## src/rtl/ushift_pkg.sv

```systemverilog
package ushift_pkg;
  typedef enum logic [1:0] {
    MODE_HOLD = 2'b00,
    MODE_UP   = 2'b01,
    MODE_DOWN = 2'b10,
    MODE_LOAD = 2'b11
  } shiftMode_e;

  typedef struct packed {
    logic clear;
    logic load;
    logic shiftUp;
    logic shiftDown;
    logic drive;
  } ctrlStrobe_t;
endpackage

```

## src/rtl/ushift_ctrl.sv

```systemverilog
module ushift_ctrl
  import ushift_pkg::*;
(
  input  logic        rstN,
  input  logic [1:0]  modeSel,
  input  logic        oeAN,
  input  logic        oeBN,
  output ctrlStrobe_t strobe
);
  shiftMode_e mode;
  assign mode = shiftMode_e'(modeSel);

  always_comb begin
    strobe = '0;
    // Clear wins over every mode.
    if (!rstN) begin
      strobe.clear = 1'b1;
    end else begin
      unique case (mode)
        MODE_LOAD: strobe.load      = 1'b1;
        MODE_UP:   strobe.shiftUp   = 1'b1;
        MODE_DOWN: strobe.shiftDown = 1'b1;
        default:   ;
      endcase
    end
    // The drive depends on the mode only, not on the clear.
    strobe.drive = !oeAN && !oeBN && (mode != MODE_LOAD);
  end
endmodule

```

## src/rtl/ushift_dp.sv

```systemverilog
module ushift_dp
  import ushift_pkg::*;
#(
  parameter int WIDTH = 8
) (
  input  logic             clk,
  input  ctrlStrobe_t      strobe,
  input  logic             serInLo,
  input  logic             serInHi,
  input  logic [WIDTH-1:0] busIn,
  output logic [WIDTH-1:0] q
);
  localparam int TOP = WIDTH - 1;

  logic [WIDTH-1:0] upSrc;
  logic [WIDTH-1:0] downSrc;
  logic [WIDTH-1:0] nextQ;

  assign upSrc   = {q[TOP-1:0], serInLo};
  assign downSrc = {serInHi, q[TOP:1]};

  for (genvar i = 0; i < WIDTH; i++) begin : g_bit
    always_comb begin
      if (strobe.clear)          nextQ[i] = 1'b0;
      else if (strobe.load)      nextQ[i] = busIn[i];
      else if (strobe.shiftUp)   nextQ[i] = upSrc[i];
      else if (strobe.shiftDown) nextQ[i] = downSrc[i];
      else                       nextQ[i] = q[i];
    end
  end

  always_ff @(posedge clk) begin
    q <= nextQ;
  end
endmodule

```

## src/rtl/ushift_reg.sv

```systemverilog
module ushift_reg
  import ushift_pkg::*;
#(
  parameter int WIDTH = 8
) (
  input  logic             clk,
  input  logic             rstN,
  input  logic [1:0]       modeSel,
  input  logic             serInLo,
  input  logic             serInHi,
  input  logic             oeAN,
  input  logic             oeBN,
  input  logic [WIDTH-1:0] busIn,
  output logic [WIDTH-1:0] busOut,
  output logic             busOutEn,
  output logic             serOutLo,
  output logic             serOutHi
);
  ctrlStrobe_t strobe;
  logic [WIDTH-1:0] regQ;

  ushift_ctrl u_ctrl (
    .rstN(rstN), .modeSel(modeSel), .oeAN(oeAN), .oeBN(oeBN), .strobe(strobe)
  );

  ushift_dp #(.WIDTH(WIDTH)) u_dp (
    .clk(clk), .strobe(strobe), .serInLo(serInLo), .serInHi(serInHi),
    .busIn(busIn), .q(regQ)
  );

  assign busOut   = regQ;
  assign busOutEn = strobe.drive;
  assign serOutLo = regQ[0];
  assign serOutHi = regQ[WIDTH-1];
endmodule

```

## config.mk

```make
export PLATFORM = sky130hd
export DESIGN_NAME = ushift_reg
export DESIGN_NICKNAME = d
export VERILOG_FILES = /design/src/rtl/ushift_pkg.sv /design/src/rtl/ushift_ctrl.sv /design/src/rtl/ushift_dp.sv /design/src/rtl/ushift_reg.sv
export SDC_FILE = /design/constraint.sdc
export NUM_CORES = 1
export LEC_CHECK = 0
export BUFFER_PORTS_ARGS = -buffer_cell sky130_fd_sc_hd__buf_2
export CAP_MARGIN = 20
export CELL_PAD_IN_SITES_DETAIL_PLACEMENT = 0
export CELL_PAD_IN_SITES_GLOBAL_PLACEMENT = 1
export CORE_MARGIN = 2
export CORE_UTILIZATION = 33
export CTS_BUF_LIST = sky130_fd_sc_hd__clkbuf_8
export CTS_CLUSTER_SIZE = 16
export DETAILED_ROUTE_END_ITERATION = 8
export GPL_ROUTABILITY_DRIVEN = 0
export HOLD_SLACK_MARGIN = 0.06
export PLACE_DENSITY_LB_ADDON = 0.1
export SYNTH_ARGS = -nofsm -noshare
export SYNTH_HDL_FRONTEND = slang
export SYNTH_SLANG_ARGS = --single-unit
```

## constraint.sdc

```tcl
create_clock -name clk -period 1.6 [get_ports clk]
set_input_delay 0.08 -clock clk [delete_from_list [all_inputs] [get_ports clk]]
set_output_delay 0.08 -clock clk [all_outputs]
set_load 0.02 [all_outputs]
```

==> impl_metrics.yaml <==
timing:
  min_period_ns: 0.878
  fin_crit_sh_pct: 54.9
  timing.hold.ws_ns: 0.130
  hold_viol: 0
  setup_tns_ns: 0
  setup_viol: 0
  max_freq_mhz: 1140
  tightest_slew_ns: 0.474
  skew_ns: 0.00380
  rsz0062_at_grt: "false"
  timing.final.max_slew_violations: 0
  maxSlewHeadroom_pct: 68.4
cells_and_area:
  area_delta_synth_final_pct: 32.0
  n_antenna_cell: 0
  layout_common_cells: "buf_2, mux2i_1, o22ai_1, dfxtp_1, clkbuf_8"
  final_common_cell: "buf_2"
  top_regs: "u_dp.q: 8 flops"
  largest_register: "u_dp.q"
  drive_above_1_share_pct: 45.3
  fin_nets: 82
  fillers: 138
  final_util_pct: 45.6
  largest_reg_flops: 8
cts:
  clk_pin_slew_ns: 0.04
  cts_setup_buffers: 0
  cts_root_buf: "clkbuf_8"
  htreeDepth: 1
  cts_tree: "done"
  ctsResizeCount: 0
  ctsHoldBuffers: 0
  clk_path_buf_depth: 2
  worstSkewPairLatency_ns: 0.23
  cts_sinks: 8
  cts_buffers: 3
synth:
  ys_top_cells_by_area: "dfxtp_1, mux2i_1, o22ai_1"
  synth_top_area_cell: "dfxtp_1"
  netlist.area_leader.share_pct: 36.6
  synth_area_per_cell_sq_um: 10.9
  syn_nets: 56
  syn_inst: 40
  synth_area_sq_um: 438
  yosysWarnings: 0
  ys_ff_latch: 8
  synth.yosys.seq_area_share_pct: 36.6
  synth.distinct_cells: 10
drt:
  drt-total-wl_microns: 958
  avgRoutedWirePerCell_microns: 12.1
  drc: 0
  first_iter_violations: 4
  vias_per_cell: 4.91
  firstDrtPassIters: 2
  routed-via-count: 388
  ant_nets: 0
grt:
  grt_overflow: 0
  grt_pass1_vias: 326
  grt_max_degree: 18
  grt_use_total_pct: 14.4
  grt_first_pass_wirelength_microns: 1440
  antenna_found_initial: 0
worst_setup_path:
  start_kind: "input pin"
  critPathLaunch: "modeSel[0]"
  crit_required_ns: 1.52
  worstSetupPathType: "in2out"
  r2r_cells: 2
  regToRegEndpoint: "u_dp.q[7]"
  endpoint_kind: "primary output"
  timing.rr.start: "u_dp.q[6]"
  cp.arrival_ns: 0.80
  regToRegSetupSlack_ns: 0.90
  cp-endpoint: "busOutEn"
  cp_max_fo: 17
die:
  io_pins: 27
  coreArea_sq_mm: 0.00127
  die_x_microns: 40.4
  die_h_microns: 40.4
  start_util_pct: 34.5
  die_area_sq_mm: 0.00163
  rows: 13
power:
  p_per_area_mw_per_mm2: 995
  peakVddDrop_v: 0.000470
  leakage_nw: 0.305
run:
  max_cap_violations: 0
place:
  place_hpwl_microns: 663
  portBuffers: 26
status:
  status: "completed"
worst_hold_path:
  hp-class: "in2reg"
## logic make-up after synthesis
kind of cell	count (synthesis)	synth area share, %
flops	8	36.6
mux	16	36.6
buf+inv	5	11.4
simple gates	2	2.29
compound gates	9	13.1
## area by class of cell
cell class / instances / area (sq um) / share of cell area, %
sequential: 8 / 160 / 27.7
multi-input combinational: 27 / 228 / 39.4
clock buffer: 3 / 41.3 / 7.14
tap: 15 / 18.8 / 3.25
timing repair buffer: 26 / 130 / 22.5
## metal layers
layer | track usage (%) | vias up | routed length (microns)
li1 | - | 202 | -
met1 | 15.2 | 168 | 448
met2 | 21.0 | 18 | 428
met3 | 10.0 | 0 | 81
met4 | 7.50 | 0 | 0
met5 | 0 | - | 0
## where the power goes
group	switching [W]	internal, W
Clock	0.0000826	0.000163
Combinational	0.0000574	0.0000486
Sequential	0.0000109	0.000212
## cell usage after synthesis (all sizes together)
master and count:
buf 5, o22ai 8, nand2 1, nand2b 1, a211oi 1, mux2i 16, dfxtp 8
## critical path, cell delays in order
cell,delay [ns]
buf_2,0.26
a211oi_1,0.27
buf_2,0.19
## worst min-delay path by stage
stage                           end  startpoint  slack (ns)  depth (start not counted)
after floorplan            busOutEn        oeAN        0.24                          1
after global placement    u_dp.q[6]    busIn[6]        0.36                          3
after detailed placement  u_dp.q[4]    busIn[4]        0.37                          3
after CTS                 u_dp.q[6]    busIn[6]        0.13                          3
after global routing      u_dp.q[5]    busIn[5]        0.14                          3
final                     u_dp.q[6]    busIn[6]        0.13                          3
## metrics by stage
| step | power [W] | worst slack, ns | area (sq um) | cells |
|---|---|---|---|---|
| 3_3_place_gp | 0.000333 | 0.647 | 537 | 76 |
| 3_5_place_dp | 0.000334 | 0.651 | 537 | 76 |
| 4_1_cts | 0.000587 | 0.718 | 578 | 79 |
| 5_1_grt | 0.000608 | 0.650 | 578 | 79 |
| 2_1_floorplan | 0.000305 | 0.590 | 438 | 40 |
| 6_report | 0.000575 | 0.722 | 578 | 79 |
No activity file was read; power rests on OpenSTA's default activity.
